**config.mk**
```make
export PLATFORM = sky130hd
export DESIGN_NAME = memmap_keyed_ctrl
export DESIGN_NICKNAME = d
export VERILOG_FILES = /design/src/rtl/mmk_pkg.sv /design/src/rtl/mmk_ctrl_regs.sv /design/src/rtl/mmk_decoder.sv /design/src/rtl/memmap_keyed_ctrl.sv
export SDC_FILE = /design/constraint.sdc
export NUM_CORES = 1
export LEC_CHECK = 0
export BUFFER_PORTS_ARGS = -buffer_cell sky130_fd_sc_hd__buf_4
export CAP_MARGIN = 20
export CORE_MARGIN = 1.5
export CORE_UTILIZATION = 36
export DETAILED_ROUTE_END_ITERATION = 10
export GPL_TIMING_DRIVEN = 0
export PLACE_DENSITY = 0.78
export SETUP_SLACK_MARGIN = 0.1
export SLEW_MARGIN = 20
export SYNTH_ARGS = -nofsm -noshare
export SYNTH_HDL_FRONTEND = slang
export SYNTH_HIERARCHICAL = 1
export SYNTH_SLANG_ARGS = --single-unit
```
**constraint.sdc**
```tcl
create_clock -name clk -period 1.8 [get_ports clk]
set_clock_uncertainty 0.05 [all_clocks]
set_input_delay 0.27 -clock clk [delete_from_list [all_inputs] [get_ports clk]]
set_output_delay 0.27 -clock clk [all_outputs]
set_load 0.005 [all_outputs]
```
**src/rtl/mmk_pkg.sv**
```systemverilog
package mmk_pkg;

  typedef enum logic [1:0] {
    TGT_NONE  = 2'd0,
    TGT_FLASH = 2'd1,
    TGT_ROM   = 2'd2
  } tgt_e;

  // Target chosen for one address given region base, overlay window size and overlay state
  function automatic tgt_e pick_target(input logic [31:0] addr,
                                       input logic [31:0] base,
                                       input logic [31:0] win,
                                       input logic        overlay);
    if (addr < base)                         return TGT_NONE;
    else if (overlay && (addr < base + win)) return TGT_ROM;
    else                                     return TGT_FLASH;
  endfunction

  // Offset within the mapped region, zero below it
  function automatic logic [31:0] local_off(input logic [31:0] addr,
                                            input logic [31:0] base);
    return (addr >= base) ? (addr - base) : 32'd0;
  endfunction

endpackage

```
**src/rtl/mmk_ctrl_regs.sv**
```systemverilog
module mmk_ctrl_regs #(
  parameter int          ADDR_W    = 16,
  parameter int          DATA_W    = 8,
  parameter int unsigned CTRL_ADDR = 32'h0FD0,
  parameter int unsigned KEY_ADDR  = 32'h0FD1,
  parameter int unsigned KEY_VAL   = 32'hD5
) (
  input  logic              clk,
  input  logic              rst_n,
  input  logic [ADDR_W-1:0] bus_addr,
  input  logic              bus_wr,
  input  logic [DATA_W-1:0] bus_wdata,
  output logic [DATA_W-1:0] bus_rdata,
  output logic [DATA_W-1:0] staging,
  output logic [DATA_W-1:0] active,
  output logic              commit_evt
);

  localparam logic [ADDR_W-1:0] CTRL_A = ADDR_W'(CTRL_ADDR);
  localparam logic [ADDR_W-1:0] KEY_A  = ADDR_W'(KEY_ADDR);
  localparam logic [DATA_W-1:0] KEY_B  = DATA_W'(KEY_VAL);

  logic stage_wr_evt;
  logic key_wr_evt;

  assign stage_wr_evt = bus_wr && (bus_addr == CTRL_A);
  assign key_wr_evt   = bus_wr && (bus_addr == KEY_A);
  assign commit_evt   = key_wr_evt && (bus_wdata == KEY_B);

  always_ff @(posedge clk or negedge rst_n) begin
    if (!rst_n) begin
      staging <= '0;
    end else if (stage_wr_evt) begin
      staging <= bus_wdata;
    end
  end

  always_ff @(posedge clk or negedge rst_n) begin
    if (!rst_n) begin
      active <= '0;
    end else if (commit_evt) begin
      active <= staging;
    end
  end

  // key register is write-only: only the staging address returns data
  always_comb begin
    bus_rdata = '0;
    if (bus_addr == CTRL_A) bus_rdata = staging;
  end


  stage_load_chk: assert property (@(posedge clk) disable iff (!rst_n)
    stage_wr_evt |=> (staging == $past(bus_wdata)));


  commit_copy_chk: assert property (@(posedge clk) disable iff (!rst_n)
    commit_evt |=> (active == $past(staging)));


  active_hold_chk: assert property (@(posedge clk) disable iff (!rst_n)
    !commit_evt |=> $stable(active));


  key_read_zero_chk: assert property (@(posedge clk) disable iff (!rst_n)
    (bus_addr == KEY_A) |-> (bus_rdata == '0));

endmodule

```
**src/rtl/mmk_decoder.sv**
```systemverilog
module mmk_decoder
  import mmk_pkg::*;
#(
  parameter int          ADDR_W = 16,
  parameter int unsigned BASE   = 32'h1000,
  parameter int unsigned WIN    = 32'h0800
) (
  input  logic              clk,
  input  logic              rst_n,
  input  logic [ADDR_W-1:0] addr,
  input  logic              overlay,
  output logic              flash_sel,
  output logic              rom_sel,
  output logic [ADDR_W-1:0] offset
);

  localparam logic [31:0] BASE_L = 32'(BASE);
  localparam logic [31:0] WIN_L  = 32'(WIN);

  logic [31:0] addr_ext;
  tgt_e        tgt;

  assign addr_ext  = 32'(addr);
  assign tgt       = pick_target(addr_ext, BASE_L, WIN_L, overlay);
  assign flash_sel = (tgt == TGT_FLASH);
  assign rom_sel   = (tgt == TGT_ROM);
  assign offset    = ADDR_W'(local_off(addr_ext, BASE_L));


  sel_exclusive_chk: assert property (@(posedge clk) disable iff (!rst_n)
    !(flash_sel && rom_sel));


  rom_in_window_chk: assert property (@(posedge clk) disable iff (!rst_n)
    rom_sel |-> (overlay && (addr_ext < BASE_L + WIN_L)));


  flash_when_off_chk: assert property (@(posedge clk) disable iff (!rst_n)
    (!overlay && addr_ext >= BASE_L) |-> flash_sel);


  low_unmapped_chk: assert property (@(posedge clk) disable iff (!rst_n)
    (addr_ext < BASE_L) |-> (!flash_sel && !rom_sel && offset == '0));

endmodule

```
**src/rtl/memmap_keyed_ctrl.sv**
```systemverilog
module memmap_keyed_ctrl #(
  parameter int          ADDR_W    = 16,
  parameter int          DATA_W    = 8,
  parameter int unsigned CTRL_ADDR = 32'h0FD0,
  parameter int unsigned KEY_ADDR  = 32'h0FD1,
  parameter int unsigned KEY_VAL   = 32'hD5,
  parameter int unsigned BASE      = 32'h1000,
  parameter int unsigned WIN       = 32'h0800,
  parameter int          BOOT_BIT  = 5
) (
  input  logic              clk,
  input  logic              rst_n,
  input  logic [ADDR_W-1:0] reg_addr,
  input  logic              reg_wr,
  input  logic [DATA_W-1:0] reg_wdata,
  output logic [DATA_W-1:0] reg_rdata,
  output logic [DATA_W-1:0] mon_active,
  input  logic [ADDR_W-1:0] code_addr,
  output logic              code_flash_sel,
  output logic              code_rom_sel,
  output logic [ADDR_W-1:0] code_offset,
  input  logic [ADDR_W-1:0] data_addr,
  output logic              data_flash_sel,
  output logic              data_rom_sel,
  output logic [ADDR_W-1:0] data_offset
);

  localparam int NSPACE = 2;

  logic [DATA_W-1:0] staging_q;
  logic [DATA_W-1:0] active_q;
  logic              commit_evt;
  logic              overlay_on;

  logic [NSPACE-1:0][ADDR_W-1:0] sp_addr;
  logic [NSPACE-1:0]             sp_flash;
  logic [NSPACE-1:0]             sp_rom;
  logic [NSPACE-1:0][ADDR_W-1:0] sp_off;

  mmk_ctrl_regs #(
    .ADDR_W   (ADDR_W),
    .DATA_W   (DATA_W),
    .CTRL_ADDR(CTRL_ADDR),
    .KEY_ADDR (KEY_ADDR),
    .KEY_VAL  (KEY_VAL)
  ) u_regs (
    .clk       (clk),
    .rst_n     (rst_n),
    .bus_addr  (reg_addr),
    .bus_wr    (reg_wr),
    .bus_wdata (reg_wdata),
    .bus_rdata (reg_rdata),
    .staging   (staging_q),
    .active    (active_q),
    .commit_evt(commit_evt)
  );

  assign overlay_on = active_q[BOOT_BIT];
  assign mon_active = active_q;

  assign sp_addr[0] = code_addr;
  assign sp_addr[1] = data_addr;

  for (genvar s = 0; s < NSPACE; s++) begin : g_space
    mmk_decoder #(
      .ADDR_W(ADDR_W),
      .BASE  (BASE),
      .WIN   (WIN)
    ) u_dec (
      .clk      (clk),
      .rst_n    (rst_n),
      .addr     (sp_addr[s]),
      .overlay  (overlay_on),
      .flash_sel(sp_flash[s]),
      .rom_sel  (sp_rom[s]),
      .offset   (sp_off[s])
    );
  end

  assign code_flash_sel = sp_flash[0];
  assign code_rom_sel   = sp_rom[0];
  assign code_offset    = sp_off[0];
  assign data_flash_sel = sp_flash[1];
  assign data_rom_sel   = sp_rom[1];
  assign data_offset    = sp_off[1];


  mapping_needs_commit_chk: assert property (@(posedge clk) disable iff (!rst_n)
    !commit_evt |=> $stable(overlay_on));


  monitor_tracks_chk: assert property (@(posedge clk) disable iff (!rst_n)
    commit_evt |=> (mon_active == $past(staging_q)));

endmodule

```
==> flow_summary.ini, run 1 <==
[detailed_routing]
drt-pass1-iter-count = 4
drtIter0Drc = 33
wl_um = 3970
num_vias = 1441
via_per_inst = 4.80
routedWlPerCell_um = 13.2
ant_nets = 0
drc = 0

[power_and_ir_drop]
clockPowerShare = 0.312
p_seq_frac = 0.361
total_power_uw = 997
p_leak_uw = 0.00121
pwr-share-comb = 0.327
internal_power_uw = 756
power.switching_uw = 241
ir_worst_vdd_mv = 0.402
powerDensity_nw_per_um2 = 413
switching_share = 0.242

[timing]
setup_violations = 8
relSlewSlack = 0.756
drv_slew = 0
worst_slew_pin_slew_ps = 363
period_minus_slack_ps = 1960
period_share = 1.09
hold_viol = 0
hold_ws_ps = 211
rsz0062_at_grt = yes
max_freq_mhz = 511
tns_ps = -1180
worst_slack_ps = -157

[worst_setup_path]
crit_arrival_ps = 1640
worstSetupEndpointType = primary output
cp.required_ps = 1480
worstPathMaxFanout = 9
critPathKind = input pin to primary output
cp-start-kind = input pin

[cts]
clkTransAtPathRegs_ps = 60
cts.sinks = 16
cts_max_path_buffers = 2
insertion_delay_ps = 240
cts_tree = yes
cts_buffers = 3
cts_max_level = 1
cts_root_buf = clkbuf_8

[grt]
grt_antenna_before_repair = 0
grt_max_degree = 17
grt-ovfl-total = 0
grt_pass1_vias = 1366
grt_pass1_wl_um = 6110
grt.total_usage = 0.184

[finish]
area_growth_pct = 75.4
diodes = 0
layout.nets = 316
final_layout_size_suffix_gt1_frac = 0.671
n_fill_cell = 347

[die]
start_util = 0.376
die_h_um = 64.8
dieWidth_um = 64.8
die_area_um2 = 4200
row_count = 22
io_pins = 111
coreArea_um2 = 3660

[flow_run]
drv_cap = 0

[place]
io_buffer_count = 110
dp_hpwl_um = 3370
gp_congestion = 0.843

[hold_path]
hold_class = input pin to register

[synth]
syn_area_um2 = 1380
syn_avg_cell_area_um2 = 10.4
synth-warning-count = 6
syn_nets = 195
netlist_instances = 132

[status]
outcome = complete, but fails checks
violations = setup timing
==> cell usage in the layout, fill, tap and decap left out, types with 3 or more instances in the layout <==
master    count
and2b_1      10
clkbuf_8      4
nor2_1        7
nor3_1        4
nand2_1       3
inv_2         4
dfrtp_1      16
mux2_2       16
and2_2        8
buf_6         5
nor4_4        3
nor2b_1      15
buf_4       112
xnor2_1       4
==> final cells by class <==
cell class	instances	area, um^2	area share
multi-input combinational	108	967	0.401
clock buffer	4	55.1	0.0228
buffer	2	22.5	0.00934
inverter	6	22.5	0.00934
tap	48	60.1	0.0249
timing repair buffer	116	885	0.367
sequential	16	400	0.166
==> critical path: stages <==
cell,delay (ps)
buf_4,110
or4_4,550
nor4_4,300
buf_6,160
and2_2,140
buf_4,110
==> final timing paths <==
check / startpoint / to / slack, ps / depth (start not counted)
worst max register to register: u_regs/active[5] / u_regs/active[5] / 930 / 1
worst min register to register: u_regs/active[3] / u_regs/active[3] / 450 / 1
max in group asynchronous: rst_n / u_regs/active[0] / 1150 / 2
worst min-delay path: reg_wdata[3] / u_regs/staging[3] / 210 / 2
worst max-delay path: reg_addr[12] / reg_rdata[7] / -160 / 6
min in group asynchronous: rst_n / u_regs/staging[2] / 370 / 2
==> stage by stage <==
step                      utilization  instance area [um^2]  cells  worst slack [ps]
after CTS                       0.647                  2370    299              -162
after global routing            0.659                  2410    300              -226
final                           0.659                  2410    300              -157
after global placement          0.619                  2260    290              -347
after floorplan                     -                  1380    132             -19.3
after detailed placement        0.619                  2260    290              -356
==> per-layer routing <==
layer / vias to the layer above / track usage / part of all wire
li1: 711 / - / -
met1: 668 / 0.204 / 0.39
met2: 58 / 0.353 / 0.53
met3: 4 / 0.0278 / 0.072
met4: 0 / 0.0585 / 0.011
met5: - / 0 / 0
==> power groups by stage <==
stage               registers, uW  clock network [uW]  logic, uW
finish                        360                 311        326
detailed placement            366                   0        317
floorplan                     366                   0       97.0
global route                  359                 337        353
CTS                           360                 324        322
global placement              366                   0        312
==> sequential cells by signal, indices dropped and copies added, names as in the netlist <==
signal,count
u_regs/active,8
u_regs/staging,8
==> repair_timing <==
action | 4_1_cts | 5_1_grt
buffers inserted | 4 | 1
hold endpoints to repair | 16 | 0
hold buffers | 1 | 0
endpoints found under the setup margin | 46 | 30
pin swaps | 1 | 0
gates resized for setup | 3 | 9
Power figures use the tool's default switching activity.
==> inputs of run 2 (changes only) <==
RECOVER_POWER = 100   (was unset)
==> flow_summary.ini, run 2 (synthesis gave the netlist of run 1 again) <==
[grt]
grt-ovfl-total = 0
grt_pass1_vias = 1366
grt_antenna_before_repair = 0
grt.total_usage = 0.184
grt_max_degree = 17
grt_pass1_wl_um = 6110

[detailed_routing]
via_per_inst = 4.80
num_vias = 1440
routed-wl-met3_um = 283
wirelength_met1_um = 1540
topRoutingLayerUsed = met4
wl_um = 3970
ant_nets = 0
drt-pass1-iter-count = 4
drtIter0Drc = 22
routedWlPerCell_um = 13.2
drc = 0
dr_wl_met2_um = 2100

[place]
gp_congestion = 0.843
dp.cells = 290
dp_hpwl_um = 3370
placed_area_um2 = 2260
io_buffer_count = 110

[status]
outcome = complete, but fails checks
violations = setup timing

[finish]
reg_top3 = u_regs/active x8, u_regs/staging x8
area_growth_pct = 69.4
diodes = 0
final-instance-count-excl-fill = 300
finish.utilization = 0.636
final_cell_mix = buf_4, clkbuf_4, mux2_2, dfrtp_1, nor2b_1
final_layout_size_suffix_gt1_frac = 0.635
layout_commonest_cell = buf_4
fin_area_um2 = 2330
layout.nets = 316
n_fill_cell = 362

[worst_setup_path]
cp_cell_sequence = buf_4, or4_4, nor4_4, buf_6, and2_2, buf_4
worstSetupEndpointType = primary output
cp.required_ps = 1480
worstPathMaxFanout = 9
cp_slowest_cell = or4_4
cp_slowest_stage_delay_ps = 550
crit_arrival_ps = 1640
cp-start-kind = input pin
critPathKind = input pin to primary output
crit_top_cell = buf_4

[timing]
worst_slack_ps = -158
setup_violations = 8
period_share = 1.09
period_minus_slack_ps = 1960
tns_ps = -1170
rsz0062_at_grt = yes
hold_viol = 0
relSlewSlack = 0.438
hold_ws_ps = 212
max_freq_mhz = 511
drv_slew = 0
worst_slew_pin_slew_ps = 843

[flow_run]
drv_cap = 0

[power_and_ir_drop]
powerDensity_nw_per_um2 = 421
p_leak_uw = 0.00117
ir_worst_vdd_mv = 0.400

[cts]
cts_max_path_buffers = 2
cts.sinks = 16
cts_max_level = 1
cts_tree = yes
cts_root_buf = clkbuf_8
insertion_delay_ps = 240
clkTransAtPathRegs_ps = 60
cts_buffers = 3

[hold_path]
hold_class = input pin to register

[die]
row_count = 22
start_util = 0.376
io_pins = 111
coreArea_um2 = 3660
die_area_um2 = 4200
dieWidth_um = 64.8
die_h_um = 64.8
-- run 2: area by class of cell --
cell class	instances	area, um^2	area share
plain buffers	2	10.0	0.00430
clock buffers	4	55.1	0.0236
inverters	6	22.5	0.00967
multi-input cells	108	927	0.398
flip-flops and latches	16	400	0.172
well taps	48	60.1	0.0258
repair buffers	116	855	0.367
-- run 2: path summary, 6_finish.rpt --
check | from | endpoint | slack [ps] | cells past startpoint
max | reg_addr[12] | reg_rdata[7] | -160 | 6
min | reg_wdata[3] | u_regs/staging[3] | 210 | 2
max reg2reg | u_regs/active[5] | u_regs/active[5] | 930 | 1
min reg2reg | u_regs/active[3] | u_regs/active[3] | 450 | 1
max in group asynchronous | rst_n | u_regs/active[0] | 590 | 2
min in group asynchronous | rst_n | u_regs/staging[2] | 590 | 2
-- run 2: power breakdown --
group	switching, uW	internal, uW
Sequential	0.0396	360
Combinational	119	192
Clock	116	194
Total	235	745
-- run 2: timing repair --
item,CTS,global route
resized for setup,3,9
hold endpoints to repair,16,0
gates cloned,0,0
hold buffers,1,0
setup buffers,4,1
pin swaps,1,0
setup endpoints to repair,46,30
-- run 2: stage by stage --
step	setup WS (ps)	total power (uW)
floorplan	-19.3	463
global placement	-347	678
detailed placement	-356	683
CTS	-162	1010
global route	-226	1030
finish	-158	980
-- run 2: critical path: cells and delay by family --
kind | cells | cell delay (ps)
and+or+nand+nor | 3 | 990
buffers and inverters | 3 | 380
-- run 2: per-layer routing --
layer / vias up / GRT usage
li1: 710 / -
met1: 668 / 0.204
met2: 58 / 0.353
met3: 4 / 0.0278
met4: 0 / 0.0585
met5: - / 0
==> inputs of run 3 (changes only) <==
BUFFER_PORTS_ARGS = -buffer_cell sky130_fd_sc_hd__buf_2   (was -buffer_cell sky130_fd_sc_hd__buf_4)
CORE_ASPECT_RATIO = 1.1   (was unset)
==> flow_summary.ini, run 3 (synthesis gave the netlist of run 1 again) <==
[worst_setup_path]
critPathKind = input pin to primary output
worstPathMaxFanout = 6
cp-start-kind = input pin
r2r_end = u_regs/active[5]
ff2ff_path_depth = 1
worstSetupEndpointType = primary output
worst-r2r-setup-slack_ps = 920
crit_arrival_ps = 1640
cp.required_ps = 1480
r2r_start = u_regs/active[5]

[cts]
cts_max_level = 1
clkTransAtPathRegs_ps = 60
cts.sinks = 16
cts_tree = yes
cts_buffers = 3
cts_root_buf = clkbuf_8
cts_max_path_buffers = 2
insertion_delay_ps = 250

[grt]
grt-ovfl-total = 0
grt_pass1_vias = 1245
grt.total_usage = 0.159
grt_antenna_before_repair = 0
grt_max_degree = 17
grt_pass1_wl_um = 5110

[die]
dieWidth_um = 61.9
row_count = 23
io_pins = 111
start_util = 0.376
die_area_um2 = 4200
die_h_um = 67.8
coreArea_um2 = 3650

[finish]
final_layout_size_suffix_gt1_frac = 0.609
reg_top3 = u_regs/active x8, u_regs/staging x8
final-instance-count-excl-fill = 306
final_cell_mix = buf_2, mux2_2, dfrtp_1
n_fill_cell = 321
layout.nets = 320
area_growth_pct = 58.1
layout_commonest_cell = buf_2
diodes = 0

[timing]
rsz0062_at_grt = yes
setup_violations = 16
period_minus_slack_ps = 1960
worst_slack_ps = -157
period_share = 1.09
worst_slew_pin_slew_ps = 853
relSlewSlack = 0.431
hold_viol = 0
hold_ws_ps = 218
max_freq_mhz = 511
tns_ps = -1250
drv_slew = 0

[place]
dp_slack_ps = -352
dp_hpwl_um = 2930
io_buffer_count = 110
gp_congestion = 0.724
dp.cells = 292

[hold_path]
hp-start = reg_wdata[5]
hold_class = input pin to register
min_path_cells = 2
hold_path_end = u_regs/staging[5]

[detailed_routing]
drt-pass1-iter-count = 4
drtIter0Drc = 37
drc = 0
num_vias = 1446
routedWlPerCell_um = 12.5
wl_um = 3820
via_per_inst = 4.73
ant_nets = 0

[power_and_ir_drop]
p_leak_uw = 0.00111
ir_worst_vdd_mv = 0.517
powerDensity_nw_per_um2 = 429

[status]
violations = setup timing
outcome = complete, but fails checks

[flow_run]
drv_cap = 0
-- run 3: cell types whose count changed in the layout (fill, tap and decap cells not counted), moves of 2 or more --
cell      change
and2_4        +8
inv_4         +2
buf_4        -84
clkbuf_1      +6
inv_2         -2
and2_2        -8
clkbuf_4     -17
buf_6        +10
buf_2        +85
clkbuf_2      +2
-- run 3: power by group --
part	total [uW]	leakage, uW	internal, uW	switching (uW)
Combinational	258	0.000859	140	117
Sequential	360	0.000224	360	0.0498
Clock	315	0.0000288	194	121
Total	932	0.00111	694	238
-- run 3: area by class of cell --
class	instances	area (um^2)	area share
tap	50	62.6	0.0288
inverter	6	27.5	0.0127
buffer	2	16.3	0.00748
sequential	16	400	0.184
timing repair buffer	120	679	0.313
multi-input combinational	108	932	0.429
clock buffer	4	55.1	0.0253
-- run 3: how the worst max path moves through the flow --
stage                           start           endpoint  slack [ps]  cells after the start
after floorplan           reg_addr[0]  u_regs/staging[0]         -20                      4
after global placement    reg_addr[0]       reg_rdata[5]        -310                      5
after detailed placement  reg_addr[0]  u_regs/staging[6]        -350                      5
after CTS                 reg_addr[3]       reg_rdata[6]        -130                      6
after global routing      reg_addr[5]       reg_rdata[3]        -220                      6
final                     reg_addr[5]       reg_rdata[3]        -160                      6
-- run 3: timing repair --
| action | CTS | global route |
|---|---|---|
| pin swaps | 9 | 6 |
| endpoints found under the setup margin | 31 | 30 |
| setup buffers | 6 | 3 |
| hold buffers | 1 | 0 |
| hold endpoints to repair | 16 | 0 |
| gates resized for setup | 22 | 14 |
-- run 3: per-layer routing --
| layer | share of wire | global-route usage | wire, um | vias up |
|---|---|---|---|---|
| met1 | 0.39 | 0.172 | 1470 | 661 |
| met2 | 0.54 | 0.308 | 2050 | 64 |
| li1 | - | - | - | 716 |
| met4 | 0.0068 | 0.0319 | 26 | 0 |
| met5 | 0 | 0 | 0 | - |
| met3 | 0.072 | 0.0359 | 276 | 5 |
-- run 3: worst max-delay path, cell delays in order --
cell    delay, ps
buf_6          90
or4b_4        540
nor4_4        310
buf_4         200
and2_4        150
buf_6          80
-- run 3: stage by stage --
stage | util | area (um^2) | total power [uW]
2_1_floorplan | - | 1380 | 463
5_1_grt | 0.595 | 2170 | 982
4_1_cts | 0.599 | 2190 | 940
3_3_place_gp | 0.545 | 1990 | 611
6_report | 0.595 | 2170 | 932
3_5_place_dp | 0.545 | 1990 | 615
